==> src/rtl/irq_prio_pkg.sv <==
package irq_prio_pkg;
    localparam int IC_NSRC  = 32;
    localparam int IC_LVL_W = 2;
    localparam int IC_VEC_W = 16;
    localparam int IC_IDX_W = $clog2(IC_NSRC);
    localparam int IC_HC_VN_W = 5;

    typedef logic [IC_VEC_W-1:0] ic_vec_t;
    typedef logic [IC_LVL_W-1:0] ic_lvl_t;
    typedef logic [IC_IDX_W-1:0] ic_idx_t;

    localparam ic_lvl_t LVL_DISABLED = '1;

    typedef struct packed {
        logic    valid;
        ic_idx_t idx;
        ic_lvl_t lvl;
    } ic_grant_t;

    typedef struct packed {
        logic                  flag;
        logic [1:0]            spare;
        logic [IC_HC_VN_W-1:0] vnum;
    } ic_cvr_t;

    function automatic ic_vec_t fixed_vector(input ic_idx_t idx);
        return ic_vec_t'({idx, 1'b0});
    endfunction

    function automatic ic_vec_t host_vector(input logic [IC_HC_VN_W-1:0] vn);
        return ic_vec_t'({vn, 1'b0});
    endfunction
endpackage

==> src/rtl/irq_pending.sv <==
module irq_pending
    import irq_prio_pkg::*;
#(
    parameter int NUM_SRC = IC_NSRC,
    parameter int HC_IDX  = 22
) (
    input  logic               clk,
    input  logic               rst,
    input  logic [NUM_SRC-1:0] req_i,
    input  logic [NUM_SRC-1:0] clr_i,
    input  logic               hc_req_i,
    output logic [NUM_SRC-1:0] pend_o
);
    localparam logic [NUM_SRC-1:0] HC_BIT = {{(NUM_SRC-1){1'b0}}, 1'b1} << HC_IDX;

    logic [NUM_SRC-1:0] pend_q;

    always_ff @(posedge clk) begin
        if (rst) pend_q <= '0;
        else     pend_q <= ((pend_q & ~clr_i) | req_i) & ~HC_BIT;
    end

    always_comb begin
        pend_o = pend_q;
        pend_o[HC_IDX] = hc_req_i;
    end


    clr_onehot_chk: assert property (@(posedge clk) disable iff (rst)
        $onehot0(clr_i));


    no_spurious_drop_chk: assert property (@(posedge clk) disable iff (rst)
        !$past(rst) |-> ((($past(pend_q) & ~pend_q) & ~$past(clr_i)) == '0));
endmodule

==> src/rtl/irq_arbiter.sv <==
module irq_arbiter
    import irq_prio_pkg::*;
#(
    parameter int NUM_SRC = IC_NSRC
) (
    input  logic [NUM_SRC-1:0]          pend_i,
    input  logic [NUM_SRC*IC_LVL_W-1:0] prio_i,
    input  ic_lvl_t                     imask_i,
    output ic_grant_t                   grant_o
);
    always_comb begin
        grant_o = '0;
        for (int i = 0; i < NUM_SRC; i++) begin
            if (pend_i[i]
                && prio_i[i*IC_LVL_W +: IC_LVL_W] != LVL_DISABLED
                && prio_i[i*IC_LVL_W +: IC_LVL_W] >= imask_i
                && (!grant_o.valid || prio_i[i*IC_LVL_W +: IC_LVL_W] > grant_o.lvl)) begin
                grant_o.valid = 1'b1;
                grant_o.idx   = i[IC_IDX_W-1:0];
                grant_o.lvl   = prio_i[i*IC_LVL_W +: IC_LVL_W];
            end
        end
    end
endmodule

==> src/rtl/irq_host_cmd.sv <==
module irq_host_cmd
    import irq_prio_pkg::*;
(
    input  logic    clk,
    input  logic    rst,
    input  logic    wr_i,
    input  ic_cvr_t wdata_i,
    input  logic    hc_en_i,
    input  logic    take_i,
    output ic_cvr_t cvr_o,
    output logic    hc_req_o
);
    ic_cvr_t cvr_q;

    always_ff @(posedge clk) begin
        if (rst)         cvr_q <= '0;
        else if (wr_i)   cvr_q <= wdata_i;
        else if (take_i) cvr_q.flag <= 1'b0;
    end

    assign cvr_o    = cvr_q;
    assign hc_req_o = cvr_q.flag & hc_en_i;


    hc_flag_clear_chk: assert property (@(posedge clk) disable iff (rst)
        ($past(take_i) && !$past(wr_i) && !$past(rst)) |-> !cvr_q.flag);
endmodule

==> src/rtl/irq_prio_ctrl.sv <==
module irq_prio_ctrl
    import irq_prio_pkg::*;
#(
    parameter int NUM_SRC = IC_NSRC,
    parameter int HC_IDX  = 22
) (
    input  logic                        clk,
    input  logic                        rst,
    input  logic [NUM_SRC-1:0]          req_i,
    input  logic [NUM_SRC*IC_LVL_W-1:0] prio_i,
    input  logic [IC_LVL_W-1:0]         imask_i,
    input  logic                        insn_done_i,
    input  logic                        cvr_wr_i,
    input  logic [7:0]                  cvr_wdata_i,
    input  logic                        hc_en_i,
    output logic [NUM_SRC-1:0]          pending_o,
    output logic                        take_o,
    output logic [IC_IDX_W-1:0]         take_src_o,
    output logic [IC_VEC_W-1:0]         vector_o,
    output logic [7:0]                  cvr_o,
    output logic                        hcp_o
);
    localparam ic_idx_t HC_SEL = HC_IDX[IC_IDX_W-1:0];

    ic_grant_t          grant;
    ic_cvr_t            cvr;
    logic               hc_req;
    logic               fire;
    logic               take_hc;
    logic [NUM_SRC-1:0] clr;

    assign fire    = insn_done_i & grant.valid;
    assign take_hc = fire & (grant.idx == HC_SEL);

    always_comb begin
        clr = '0;
        if (fire && !take_hc) clr[grant.idx] = 1'b1;
    end

    irq_pending #(.NUM_SRC(NUM_SRC), .HC_IDX(HC_IDX)) u_pend (
        .clk      (clk),
        .rst      (rst),
        .req_i    (req_i),
        .clr_i    (clr),
        .hc_req_i (hc_req),
        .pend_o   (pending_o)
    );

    irq_arbiter #(.NUM_SRC(NUM_SRC)) u_arb (
        .pend_i  (pending_o),
        .prio_i  (prio_i),
        .imask_i (imask_i),
        .grant_o (grant)
    );

    irq_host_cmd u_host (
        .clk      (clk),
        .rst      (rst),
        .wr_i     (cvr_wr_i),
        .wdata_i  (ic_cvr_t'(cvr_wdata_i)),
        .hc_en_i  (hc_en_i),
        .take_i   (take_hc),
        .cvr_o    (cvr),
        .hc_req_o (hc_req)
    );

    always_ff @(posedge clk) begin
        if (rst) begin
            take_o     <= 1'b0;
            take_src_o <= '0;
            vector_o   <= '0;
        end else begin
            take_o <= fire;
            if (fire) begin
                take_src_o <= grant.idx;
                vector_o   <= take_hc ? host_vector(cvr.vnum) : fixed_vector(grant.idx);
            end
        end
    end

    assign cvr_o = cvr;
    assign hcp_o = cvr.flag;


    reset_quiet_chk: assert property (@(posedge clk) rst |=> !take_o);


    take_after_done_chk: assert property (@(posedge clk) disable iff (rst)
        take_o |-> $past(insn_done_i));


    mask_respected_chk: assert property (@(posedge clk) disable iff (rst)
        take_o |-> ($past(grant.lvl) >= $past(imask_i) && $past(grant.lvl) != LVL_DISABLED));


    vector_even_chk: assert property (@(posedge clk) disable iff (rst)
        take_o |-> (vector_o[0] == 1'b0));
endmodule

==> config.mk <==
export PLATFORM = sky130hd
export DESIGN_NAME = irq_prio_ctrl
export DESIGN_NICKNAME = d
export VERILOG_FILES = /design/src/rtl/irq_prio_pkg.sv /design/src/rtl/irq_pending.sv /design/src/rtl/irq_arbiter.sv /design/src/rtl/irq_host_cmd.sv /design/src/rtl/irq_prio_ctrl.sv
export SDC_FILE = /design/constraint.sdc
export NUM_CORES = 1
export LEC_CHECK = 0
export BUFFER_PORTS_ARGS = -buffer_cell sky130_fd_sc_hd__buf_2
export CORE_MARGIN = 5
export CORE_UTILIZATION = 43
export CTS_CLUSTER_SIZE = 16
export DETAILED_ROUTE_END_ITERATION = 10
export GPL_TIMING_DRIVEN = 1
export PLACE_DENSITY = 0.74
export SLEW_MARGIN = 20
export SYNTH_ARGS = -nofsm -noshare
export SYNTH_HDL_FRONTEND = slang
export SYNTH_HIERARCHICAL = 1
export SYNTH_SLANG_ARGS = --single-unit
==> constraint.sdc <==
create_clock -name clk -period 52.3 [get_ports clk]
set_input_delay 10.46 -clock clk [delete_from_list [all_inputs] [get_ports clk]]
set_output_delay 10.46 -clock clk [all_outputs]
set_load 0.05 [all_outputs]
# --- Yosys cells after proc, flatten, opt, wreduce, memory -nomap -nowiden ---
# Cells that the tools add are included.
totals:
  reg_bits: 62
  input_bits: 111
  elab_cells: 311
op_classes:
  n_lt_le_gt_ge: 65
  eq_ne: 33
  reduce_logical: 161
  bitwise_logic: 6
  mux: 38
ops:
  columns: ["operator", "n"]
  rows:
  - ["two-way mux 8 bit", 32]
  - ["logical AND 1 bit", 97]
  - [">= comparator 2 bit", 32]
  - ["!= test 2 bit, second input constant", 32]
  - ["> comparator 2 bit", 31]
  - ["bitwise AND 32 bit", 1]
  - ["logical NOT 1 bit", 32]
  - ["two-way mux 32 bit", 1]
  - ["NOT 32 bit", 1]
  - ["bitwise OR 32 bit", 1]
  - ["logical OR 1 bit", 31]
  - ["< comparator 5 x 6 -> 1 bit, second input constant", 1]
  - ["two-way mux 6 bit", 1]
  - ["demux 1 bit (select 5 bit)", 1]
  - ["== test 5 bit, second input constant", 1]
  - [">= comparator 5 x 1 -> 1 bit, second input constant", 1]
  - ["bitwise AND 1 bit", 3]
  - ["two-way mux 1 bit", 3]
  - ["nonzero test 2 bit", 1]

# --- Longest topological paths before layout ---
depth:
  ltp_word: 136
  depth_mapped: 226
  mapped_depth_nobuf: 225

# --- Modules after synthesis ---
# The synthesis kept the hierarchy.
by_module_without_submodules:
  columns: ["module", "n_inst", "cells_per_inst", "area_each_um2"]
  rows:
  - ["irq_arbiter", 1, 730, 4842.1]
  - ["irq_pending", 1, 128, 1127.3]
  - ["irq_prio_ctrl", 1, 117, 823.3]
  - ["irq_host_cmd", 1, 28, 295.3]

# --- Least setup slack after synthesis ---
# No wires, ideal clock.
synth_path:
  path_type: "input to register"
  start: "input imask_i[1]"
  end: "register u_host.cvr_q (netlist bit u_host/cvr_o[7])"
  path_slack_ns: 4.242
  n_path_buf: 0
  arrival_time_ns: 47.987
  path_stages: 214
  path_cell_list: "inv_1 ha_1 a21oi_1 nor2_1 nand2_1 ha_1 nand2_1 o21ai_0 or3_1 a32oi_1 ha_1 nor2b_1 o21ai_0 a21o_1 mux2_2 ha_1 a21oi_1 o21a_1 [178 not listed] inv_1 a21oi_1 a21oi_1 o21ai_0 inv_1 a21oi_1 ha_1 nor2b_1 o21ai_0 a21oi_1 inv_1 nand2_1 nor2_1 nand3_1 and3b_1 and3_2 or3b_1 a21oi_1"
synth_lines:
  columns: ["element", "line_no", "source"]
  rows:
  - ["start: declaration", "irq_prio_ctrl.sv:11", "input logic [IC_LVL_W-1:0] imask_i,"]
  - ["end signal: assignment", "irq_host_cmd.sv:17", "else if (wr_i) cvr_q <= wdata_i;"]
  - ["end: declaration", "irq_host_cmd.sv:13", "ic_cvr_t cvr_q;"]

==> results.toml <==
[setup_path]
cp_slowest_cell = "a311oi_2"
start_kind = "input port"
critPathArrivalTime_ns = 50.11
cp_common_cell = "ha_1"
cp.required_ns = 52.52
r2r_end = "u_host/cvr_o[7]"
crit_path_end_kind = "flop"
worstSetupPathType = "in2reg"
critPathLaunch = "prio_i[0]"
r2r-start = "u_pend/pend_q[0]"
ff2ff_path_depth = 215
slowest_delay_ns = 0.46
critical_path_peak_fanout = 10
rrSetupSlack_ns = 12.67

[global_routing]
grt_pass1_vias = 7152
antenna_found_initial = 0
track_usage_pct = 21.0
grt_max_degree = 51
overflow = 0
grt_pass1_wl_um = 34700

[min_path]
whs_endpoint = "vector_o[5]"
holdPathStages = 2
hp-start = "vector_o[5]"
hold_class = "reg2reg"

[drt]
drtIter0Drc = 498
vias = 7696
avgViaCountPerCell = 5.52
ant_nets = 0
met3_wirelength_um = 1070
firstDrtPassIters = 6
drc_errors = 0
dr_wl_met2_um = 10100
routed.top_layer = "met4"
finalWirelength_um = 21500
wl_per_cell_um = 15.4
wl_met1_um = 9830

[sta]
period_share_pct = 95.4
tightest_slew_ns = 0.979
timing.setup.tns_ns = 0
fin_crit_ns = 49.89
setup_viol = 0
drv_slew = 0
slew_headroom_pct = 34.7
hold_viol = 0
worst_hold_slack_ns = 0.455
skew_ns = 0.00790
timing.final.ws_setup_ns = 2.41
max_freq_mhz = 20.0

[placement]
gp_congestion = 0.890
dp_slack_ns = -0.388
io_buffers = 161
dpl.hpwl_um = 17100
placed_area_um2 = 8030
dpl.cell_count = 1368

[layout]
layout_commonest_cell = "buf_2"
final_layout_size_suffix_gt1_share_pct = 23.1
fin_cells = 1394
finalInstanceArea_um2 = 8500
final_cell_mix = "161 x buf_2, 122 x nor2_1, 120 x nand2_1"
diodes = 0
multi_input_area_um2 = 5740
regArea_um2 = 1000
nets = 1391
area_delta_synth_final_pct = 20.4
fin_util_pct = 53.1
n_fill_cell = 1655

[clock_tree]
clk_pin_slew_ns = 0.08
cts_tree = "yes"
postCtsHoldBufs = 0
cts_buffer_depth = 2
cts_made_buffers = 5
clkSinkCount = 50
clk_latency_ns = 0.30
cts_root_buf = "clkbuf_16"
htree_levels = 2

[power_and_ir_drop]
p_sw_uw = 162
peakVddDrop_mv = 0.0197
p_total_uw = 310
p_leak_nw = 4.22
power_density_nw_per_um2 = 36.5
combPwrFrac_pct = 73.6
pwr-share-seq_pct = 15.1
clock_power_share_pct = 11.3
p_sw_share_pct = 52.2
internal_power_uw = 148

[yosys]
ys_warn_count = 6
netlist_area_um2 = 7060
synth.avg_cell_area_um2 = 7.08
netlist_instances = 998

[flow_run]
maxCapViolCount = 0

[floorplan]
die_x_um = 138
ios = 174
dieArea_um2 = 19100
initial_utilization_pct = 44.1
placementRows = 46
core_um2 = 16000
die_y_um = 138

[outcome]
status = "finished clean"
[worst max path at each step]
stage / to / slack (ns) / cells after the start
after global routing: u_host/cvr_o[7] / -0.48 / 222
after floorplan: u_host/cvr_o[7] / 4.39 / 215
after detailed placement: u_pend/pend_q[4] / -0.39 / 217
after global placement: u_pend/pend_q[4] / 0.39 / 217
final: u_host/cvr_o[7] / 2.41 / 219
after CTS: u_pend/pend_q[4] / 0.09 / 217
[area by class of cell]
type	count	area share (%)
multi-input cells	846	67.5
clock buffers	5	1.47
repair buffers	190	12.0
flip-flops and latches	50	11.8
clock inverters	3	0.338
inverters	84	3.71
well taps	216	3.18
[sequential cells by signal, summed over array words and instances (netlist names)]
signal and cells:
take_o 1, take_src_o 5, u_host/cvr_o 8, u_pend/pend_q 31, vector_o 5
[timing repair]
action                                  CTS  global route
resized for setup                         2            52
endpoints found under the setup margin   29            42
pin swaps                                 0            11
buffers inserted                          0            18
gates cloned                              0             0
[layer usage]
layer | vias to the layer above | track usage (%)
li1 | 3917 | -
met1 | 3506 | 28.3
met2 | 237 | 35.9
met3 | 36 | 2.14
met4 | 0 | 5.82
met5 | - | 0
[critical path: cells and delay by family]
kind	cells	cell delay, ns
compound gates	86	14.75
fa+ha+maj	40	11.48
simple gates	71	9.03
mux	10	3.08
buf+inv	12	1.25
[power by group through the flow]
stage	Combinational, mW	Clock [mW]	Sequential [mW]
after floorplan	0.144	0	0.0647
final	0.228	0.0351	0.0468
after detailed placement	0.211	0	0.0478
after global placement	0.205	0	0.0477
after global routing	0.252	0.0375	0.0475
after CTS	0.212	0.0360	0.0469
Power figures use the tool's default switching activity.
